===== config.mk =====
export PLATFORM = sky130hd
export DESIGN_NAME = split_tx_stager
export DESIGN_NICKNAME = d
export VERILOG_FILES = /design/src/rtl/stg_pkg.sv /design/src/rtl/stg_decode.sv /design/src/rtl/stg_halfregs.sv /design/src/rtl/stg_commit.sv /design/src/rtl/split_tx_stager.sv
export SDC_FILE = /design/constraint.sdc
export NUM_CORES = 1
export LEC_CHECK = 0
export BUFFER_PORTS_ARGS = -buffer_cell sky130_fd_sc_hd__buf_2
export CORE_MARGIN = 2
export CORE_UTILIZATION = 49
export DETAILED_ROUTE_END_ITERATION = 16
export GPL_ROUTABILITY_DRIVEN = 0
export GPL_TIMING_DRIVEN = 0
export PLACE_DENSITY_LB_ADDON = 0.05
export SLEW_MARGIN = 0
export SYNTH_ARGS = -nofsm -noshare
export SYNTH_HDL_FRONTEND = slang
export SYNTH_SLANG_ARGS = --single-unit

===== constraint.sdc =====
create_clock -name clk -period 1.4 [get_ports clk]
set_input_delay 0.14 -clock clk [delete_from_list [all_inputs] [get_ports clk]]
set_output_delay 0.14 -clock clk [all_outputs]
set_load 0.01 [all_outputs]

===== src/rtl/stg_pkg.sv =====
package stg_pkg;
    typedef enum logic [1:0] {
        SEL_NONE = 2'd0,
        SEL_HI   = 2'd1,
        SEL_LO   = 2'd2
    } sel_e;
endpackage


===== src/rtl/stg_decode.sv =====
module stg_decode
    import stg_pkg::*;
#(
    parameter int          ADDR_W = 8,
    parameter logic [7:0]  HI_OFS = 8'hFC,
    parameter logic [7:0]  LO_OFS = 8'hFE
) (
    input  logic [ADDR_W-1:0] addr,
    output sel_e              sel
);
    localparam logic [ADDR_W-1:0] HI_A = ADDR_W'(HI_OFS);
    localparam logic [ADDR_W-1:0] LO_A = ADDR_W'(LO_OFS);

    always_comb begin
        if (addr == HI_A)      sel = SEL_HI;
        else if (addr == LO_A) sel = SEL_LO;
        else                   sel = SEL_NONE;
    end
endmodule


===== src/rtl/stg_halfregs.sv =====
module stg_halfregs
    import stg_pkg::*;
#(
    parameter int HALF_W = 16
) (
    input  logic              clk,
    input  logic              rst_n,
    input  logic              wr,
    input  sel_e              sel,
    input  logic [HALF_W-1:0] wdata,
    output logic [HALF_W-1:0] rdata,
    output logic [HALF_W-1:0] hi_val
);
    typedef struct packed {
        logic [HALF_W-1:0] hi;
        logic [HALF_W-1:0] lo;
    } regs_t;

    regs_t regs_d, regs_q;

    always_comb begin
        regs_d = regs_q;
        if (wr && sel == SEL_HI) regs_d.hi = wdata;
        if (wr && sel == SEL_LO) regs_d.lo = wdata;
        unique case (sel)
            SEL_HI:  rdata = regs_q.hi;
            SEL_LO:  rdata = regs_q.lo;
            default: rdata = '0;
        endcase
    end

    always_ff @(posedge clk or negedge rst_n) begin
        if (!rst_n) regs_q <= '0;
        else        regs_q <= regs_d;
    end

    assign hi_val = regs_q.hi;


    hi_hold_chk: assert property (@(posedge clk) disable iff (!rst_n)
        !(wr && sel == SEL_HI) |=> $stable(regs_q.hi));

    lo_hold_chk: assert property (@(posedge clk) disable iff (!rst_n)
        !(wr && sel == SEL_LO) |=> $stable(regs_q.lo));
endmodule


===== src/rtl/stg_commit.sv =====
module stg_commit #(
    parameter int HALF_W = 16
) (
    input  logic                clk,
    input  logic                rst_n,
    input  logic                commit,
    input  logic [HALF_W-1:0]   hi_in,
    input  logic [HALF_W-1:0]   lo_in,
    input  logic                tx_ready,
    output logic [2*HALF_W-1:0] word,
    output logic                pend
);
    localparam int WORD_W = 2 * HALF_W;

    typedef struct packed {
        logic [WORD_W-1:0] word;
        logic              pend;
    } stage_t;

    stage_t st_d, st_q;

    always_comb begin
        st_d = st_q;
        if (st_q.pend && tx_ready) st_d.pend = 1'b0;
        if (commit) begin
            st_d.word = {hi_in, lo_in};
            st_d.pend = 1'b1;
        end
    end

    always_ff @(posedge clk or negedge rst_n) begin
        if (!rst_n) st_q <= '0;
        else        st_q <= st_d;
    end

    assign word = st_q.word;
    assign pend = st_q.pend;


    commit_sets_chk: assert property (@(posedge clk) disable iff (!rst_n)
        commit |=> st_q.pend);

    accept_clears_chk: assert property (@(posedge clk) disable iff (!rst_n)
        (st_q.pend && tx_ready && !commit) |=> !st_q.pend);

    no_self_set_chk: assert property (@(posedge clk) disable iff (!rst_n)
        (!st_q.pend && !commit) |=> !st_q.pend);

    word_hold_chk: assert property (@(posedge clk) disable iff (!rst_n)
        !commit |=> $stable(st_q.word));
endmodule


===== src/rtl/split_tx_stager.sv =====
module split_tx_stager
    import stg_pkg::*;
#(
    parameter int         HALF_W = 16,
    parameter int         ADDR_W = 8,
    parameter logic [7:0] HI_OFS = 8'hFC,
    parameter logic [7:0] LO_OFS = 8'hFE
) (
    input  logic                clk,
    input  logic                rst_n,
    input  logic                bus_wr,
    input  logic [ADDR_W-1:0]   bus_addr,
    input  logic [HALF_W-1:0]   bus_wdata,
    output logic [HALF_W-1:0]   bus_rdata,
    output logic [2*HALF_W-1:0] tx_word,
    output logic                tx_valid,
    input  logic                tx_ready,
    output logic                avail_stat
);
    sel_e              sel;
    logic [HALF_W-1:0] hi_val;
    logic              pend;
    logic              commit;

    stg_decode #(.ADDR_W(ADDR_W), .HI_OFS(HI_OFS), .LO_OFS(LO_OFS)) u_dec (
        .addr(bus_addr),
        .sel (sel)
    );

    stg_halfregs #(.HALF_W(HALF_W)) u_regs (
        .clk   (clk),
        .rst_n (rst_n),
        .wr    (bus_wr),
        .sel   (sel),
        .wdata (bus_wdata),
        .rdata (bus_rdata),
        .hi_val(hi_val)
    );

    assign commit = bus_wr && (sel == SEL_LO);

    stg_commit #(.HALF_W(HALF_W)) u_commit (
        .clk     (clk),
        .rst_n   (rst_n),
        .commit  (commit),
        .hi_in   (hi_val),
        .lo_in   (bus_wdata),
        .tx_ready(tx_ready),
        .word    (tx_word),
        .pend    (pend)
    );

    assign tx_valid   = pend;
    assign avail_stat = pend;


    other_addr_chk: assert property (@(posedge clk) disable iff (!rst_n)
        (sel == SEL_NONE) |-> (bus_rdata == '0));
endmodule


==> results of run 1 <==
sequential cells by signal (all words and copies together), names as in the netlist:
signal / flops
u_commit.word: 32
u_regs.hi_val: 16
u_commit.pend: 1
routing by layer:
layer  GRT usage, %  vias to the layer above  routed length (µm)
met5              0                        -                   0
met2          33.76                       56                2361
met1          24.90                      703                1959
met3          7.215                        7                 350
li1               -                      687                   -
met4          4.274                        0                  48
synthesized netlist by cell type:
library cell	number
dfrtp_1	49
mux2_2	46
mux2i_1	16
nor2_1	16
buf_4	4
buf_6	2
inv_1	2
mux2_1	2
buf_1	1
buf_2	1
clkbuf_1	1
nand2_1	1
nand3b_1	1
nand4_2	1
nor3_2	1
nor4_4	1
o22ai_1	1
or2_2	1
area by class of cell:
cell class	count	area, µm²
well taps	50	62.56
multi-input cells	87	842.1
clock inverters	1	5.005
fillers	313	1380
plain buffers	8	68.82
inverters	2	7.507
repair buffers	82	425.4
clock buffers	5	68.82
flip-flops and latches	49	1226
cells by family (layout without fill, tap and decap cells):
group | after synthesis | in the layout | synth area share (%)
AOI/OAI and AO/OA | 1 | 1 | 0.2943
and+or+nand+nor | 22 | 22 | 5.706
buffers and inverters | 11 | 98 | 3.411
muxes | 64 | 64 | 32.94
DFF | 49 | 49 | 57.65
through the flow:
step	total power [µW]	util, %
after global routing	2570	66.23
after CTS	2491	64.94
after detailed placement	1729	62.89
final	2462	66.23
after global placement	1713	62.89
after floorplan	1612	-
power groups by stage:
stage,Sequential [µW],Clock (µW),Combinational (µW)
global placement,1520,0,198
global route,1500,839,231
detailed placement,1520,0,207
finish,1490,759,209
floorplan,1530,0,86.2
CTS,1490,789,208
placed cells by master (no fill, tap or decap):
cell / instances
buf_2: 77
dfrtp_1: 49
mux2_2: 46
mux2i_1: 16
nor2_1: 14
buf_4: 10
clkbuf_8: 5
buf_6: 3
nor2_2: 2
inv_1: 2
mux2_1: 2
nand4_2: 1
nand3b_1: 1
or2_4: 1
nand2_1: 1
nor3_4: 1
nor4_4: 1
o22ai_1: 1
clkinv_2: 1
worst min-delay path by stage:
stage	endpoint	cells past startpoint	from	slack, ns
2_1_floorplan	u_commit.pend	0	rst_n	-0.16
3_3_place_gp	u_commit.pend	2	tx_ready	0.34
3_5_place_dp	u_commit.pend	2	tx_ready	0.35
4_1_cts	u_commit.pend	2	tx_ready	0.03
5_1_grt	u_commit.pend	2	tx_ready	0.04
6_report	u_commit.word[4]	1	rst_n	0.04
what timing repair did:
action,CTS,global route
hold buffers,0,0
gates resized for setup,3,4
endpoints found under the setup margin,16,54
setup buffers,1,5
pin swaps,1,2
==> impl_metrics.toml, run 1 <==
[placement]
dpl.cell_count = 273
dp_slack_ns = -0.3174
port_buffers = 76
placed_area_um2 = 2570
dp_hpwl_um = 3317

[global_route]
grt_max_degree = 50
grt_pass1_wl_um = 7583
grt_usage_pct = 20.02
grt_overflow = 0
first_global_vias = 1488
antenna_found_initial = 0

[timing]
slew_viol_final = 0
max_freq_mhz = 720.3
fin_tns_setup_ns = 0
setup_violations = 0
min_period_ns = 1.388
hold_ws_ns = 0.03584
hold_viol = 0
post-route-period-util_pct = 99.17
tightestPinTransition_ns = 1.066
finClkSkew_ns = 0.006858
slew_headroom_pct = 28.91
layout_setup_ws_ns = 0.01166

[power_and_ir_drop]
vdd_drop_max_mv = 0.6604
p_int_uw = 1893
powerDensity_nw_per_um2 = 909.7
combPwrFrac_pct = 8.5
switching_share_pct = 23.11
pwr-share-clk_pct = 30.8
netSwitchingPower_uw = 568.9
p_leak_uw = 0.001545
seq_power_share_pct = 60.7

[run]
max_cap_violations = 0

[critical_path]
r2r_start = "u_commit.word[11]"
cp-startpoint = "bus_addr[0]"
cp_max_fo = 10
worst-path-buf-inv = 4
max_stage_delay_ns = 0.35
crit_end = "u_regs.hi_val[6]"
crit_chain = "buf_2 -> nand3b_1 -> buf_4 -> nor4_4 -> buf_4 -> buf_6 -> mux2_2"
crit_family = "buffers and inverters"
crit_cells = 7
arrival_ns = 1.57
path_class = "in2reg"
cp_slowest_cell = "mux2_2"
regToRegEndpoint = "u_commit.word[11]"
reg2reg_depth = 1
critPathRequiredTime_ns = 1.59
start_kind = "input pin"
crit_top_cell = "buf_4"
end_kind = "flip-flop"
regToRegSetupSlack_ns = 0.60

[cts]
clk_latency_ns = 0.29
cts_tree = "built"
clk_pin_slew_ns = 0.09
root_buffer = "clkbuf_8"
cts_made_buffers = 5
htree_num_levels = 2
cts_buffer_depth = 2
cts.sinks = 49

[yosys]
synth.area.top_cells = "dfrtp_1, mux2_2, mux2i_1"
synth_cell_types = 18
ys_seq_area_share_pct = 57.65
yosys_warnings = 0
synth_top_area_share_pct = 57.65
syn_area_per_cell_um2 = 14.47
synth.largest_area_cell = "dfrtp_1"
syn_nets = 175
synth_cells = 147
syn_area_um2 = 2127
yosys_register_bits = 49

[layout]
drive_above_1_share_pct = 63.25
layout.nets = 263
diodes = 0
instances_no_fill = 284
design_area_um2 = 2706
synthToLayoutAreaGrowth_pct = 27.24

[drt]
wl_per_cell_um = 16.62
drc = 0
drt_wl_total_um = 4720
vias_per_cell = 5.116
drt_pass1_iterations = 3
antenna_left = 0
drt_iter0_markers = 65
via_count = 1453

[die]
core_um2 = 4086
die_area_um2 = 4884
fp.dieW_um = 69.89
initial_utilization_pct = 52.05
ios = 78
rows = 23
fp.dieH_um = 69.89

[hold_path]
min_path_type = "in2async"

[run_status]
status = "completed"
Note: power is estimated with default switching activity, not from simulation.
==> run 2, diff against run 1 <==
--- a/config.mk
+++ b/config.mk
@@ -5,9 +5,10 @@
 export SDC_FILE = /design/constraint.sdc
 export NUM_CORES = 1
 export LEC_CHECK = 0
+export ABC_AREA = 1
 export BUFFER_PORTS_ARGS = -buffer_cell sky130_fd_sc_hd__buf_2
 export CORE_MARGIN = 2
-export CORE_UTILIZATION = 49
+export CORE_UTILIZATION = 54
 export DETAILED_ROUTE_END_ITERATION = 16
 export GPL_ROUTABILITY_DRIVEN = 0
 export GPL_TIMING_DRIVEN = 0
==> constraint.sdc (replaced) <==
create_clock -name clk -period 1.7 [get_ports clk]
set_input_delay 0.17 -clock clk [delete_from_list [all_inputs] [get_ports clk]]
set_output_delay 0.17 -clock clk [all_outputs]
set_load 0.01 [all_outputs]
==> run 2 against run 1 <==
Synthesized cell count up 91%. Non-clock buffer count up 13. Register-to-register slack improved by 0.39 ns. Cell area increased by 9.2%. Flip-flop and latch count stayed put. Via count up 59%. Largest power group unchanged. Hold slack gained 0.0051 ns. Critical path type is now in2out. Highest routed layer unchanged.
==> impl_metrics.toml, run 2 <==
[run_status]
status = "completed"

[timing]
rsz0062_at_grt = "false"
fin_tns_setup_ns = 0
setup_violations = 0
tightestPinTransition_ns = 1.093
max_freq_mhz = 745.9
slew_viol_final = 0
slew_headroom_pct = 27.14
hold_viol = 0
post-route-period-util_pct = 78.86
layout_setup_ws_ns = 0.3594
finClkSkew_ns = 0.008638
min_period_ns = 1.341

[layout]
largest_reg_flops = 32
drive_above_1_share_pct = 31.97
layout.nets = 393
mostFrequentLayoutCells = "nand2_1, buf_2, dfrtp_1, nand4_1, nand3_1"
postLayoutCoreUtil_pct = 68.79
design_area_um2 = 2954
diodes = 0
final_common_cell = "nand2_1"
synthToLayoutAreaGrowth_pct = 23.74

[cts]
cts.sinks = 49
cts_tree = "built"
postCtsSetupBuffers = 0
clk_latency_ns = 0.31
cts_buffer_depth = 2
cts_made_buffers = 5
cts_resized = 0
ctsHoldBuffers = 0
htree_num_levels = 2
clk_pin_slew_ns = 0.09
root_buffer = "clkbuf_8"

[yosys]
synth-edff-count = 0
async_flop_share_pct = 100.0
ys_seq_area_share_pct = 51.36
synth_top_area_share_pct = 51.36
syn_area_per_cell_um2 = 8.496
yosys_warnings = 0
synth.area.top_cells = "dfrtp_1, nand2_1, nand4_1"
syn_area_um2 = 2387
synth_common_cells = "nand2_1, dfrtp_1, nand4_1"
synth_most_common_cell = "nand2_1"
synth_cells = 281
synth-main-ff-cell = "dfrtp_1"
syn_nets = 309
synth.largest_area_cell = "dfrtp_1"
yosys_register_bits = 49
synth_cell_types = 13

[hold_path]
min_path_type = "in2reg"

[drt]
wl_per_cell_um = 15.15
drt_pass1_iterations = 5
drt_wl_total_um = 6334
via_count = 2310
vias_per_cell = 5.526
drc = 0
antenna_left = 0
drt_iter0_markers = 193

[placement]
placed_area_um2 = 2838
dp_hpwl_um = 4605
port_buffers = 77
dp_slack_ns = 0.3575

[power_and_ir_drop]
switching_share_pct = 24.37
vdd_drop_max_mv = 0.3938
p_int_uw = 1754
powerDensity_nw_per_um2 = 785.1
p_leak_uw = 0.001816
seq_power_share_pct = 53.2
netSwitchingPower_uw = 565.2
combPwrFrac_pct = 9.0
pwr-share-clk_pct = 37.8
power_uw = 2319

[critical_path]
crit_family = "buffers and inverters"
arrival_ns = 1.17
end_kind = "output port"
worst-path-buf-inv = 5
cp_slowest_cell = "buf_6"
path_class = "in2out"
crit_chain = "buf_2 -> inv_1 -> nand2_1 -> nor2_4 -> buf_6 -> buf_6 -> nand3_1 -> nand2_1 -> buf_2"
max_stage_delay_ns = 0.17
cp_max_fo = 10
start_kind = "input pin"
critPathRequiredTime_ns = 1.53

[global_route]
grt_usage_pct = 25.82
antenna_found_initial = 0
first_global_vias = 2070
grt_overflow = 0
grt_max_degree = 50
grt_pass1_wl_um = 9963

[run]
max_cap_violations = 0

[die]
initial_utilization_pct = 55.59
ios = 78
fp.dieW_um = 70.49
fp.dieH_um = 70.49
die_area_um2 = 4969
rows = 24
core_um2 = 4294
[run 2: cell types whose count changed after synthesis, sizes merged, moves of 13 or more]
cell / change
nand2: +116
nand4: +47
buf: +18
mux2: -48
nor2: -13
nand3: +34
mux2i: -16
[run 2: final timing paths]
path / startpoint / to / slack, ns / cells after the start
setup reg to reg: u_regs.hi_val[1] / u_commit.word[17] / 0.99 / 2
setup / recovery: bus_addr[0] / bus_rdata[8] / 0.36 / 9
min in group asynchronous: rst_n / u_commit.word[23] / 0.06 / 1
max in group asynchronous: rst_n / u_commit.word[1] / 0.97 / 1
hold / removal: tx_ready / u_commit.pend / 0.04 / 2
hold reg to reg: u_commit.word[20] / u_commit.word[20] / 0.47 / 2
[run 2: area by class of cell]
class	count	area [µm²]
fillers	356	1340
plain buffers	26	162.7
clock buffers	7	86.33
multi-input cells	203	987.2
inverters	3	11.26
well taps	52	65.06
clock inverters	1	30.03
flip-flops and latches	49	1226
repair buffers	77	385.4
[run 2: cells by family after synthesis]
group | Yosys count | synth area share, %
simple gates | 202 | 41.14
buf+inv | 29 | 7.285
compound gates | 1 | 0.2094
flops | 49 | 51.36
[run 2: power groups by stage]
stage          Sequential [µW]  Combinational (µW)  Clock (µW)
2_1_floorplan             1260                91.7           0
3_3_place_gp              1260                 206           0
3_5_place_dp              1260                 209           0
4_1_cts                   1230                 209         875
5_1_grt                   1240                 231         914
6_report                  1230                 208         877
[run 2: metal layers]
metal / vias up / share of wire [%] / GRT usage, %
li1: 1121 / - / -
met1: 1070 / 44 / 37.45
met2: 106 / 47 / 40.46
met3: 13 / 7.1 / 3.175
met4: 0 / 1.7 / 8.333
met5: - / 0 / 0
[run 2: per-stage QoR]
step | hold WS, ns | std cells
floorplan | -0.1256 | 281
detailed placement | 0.3704 | 410
finish | 0.04097 | 418
global placement | 0.3611 | 410
global route | 0.05843 | 418
CTS | 0.04733 | 418
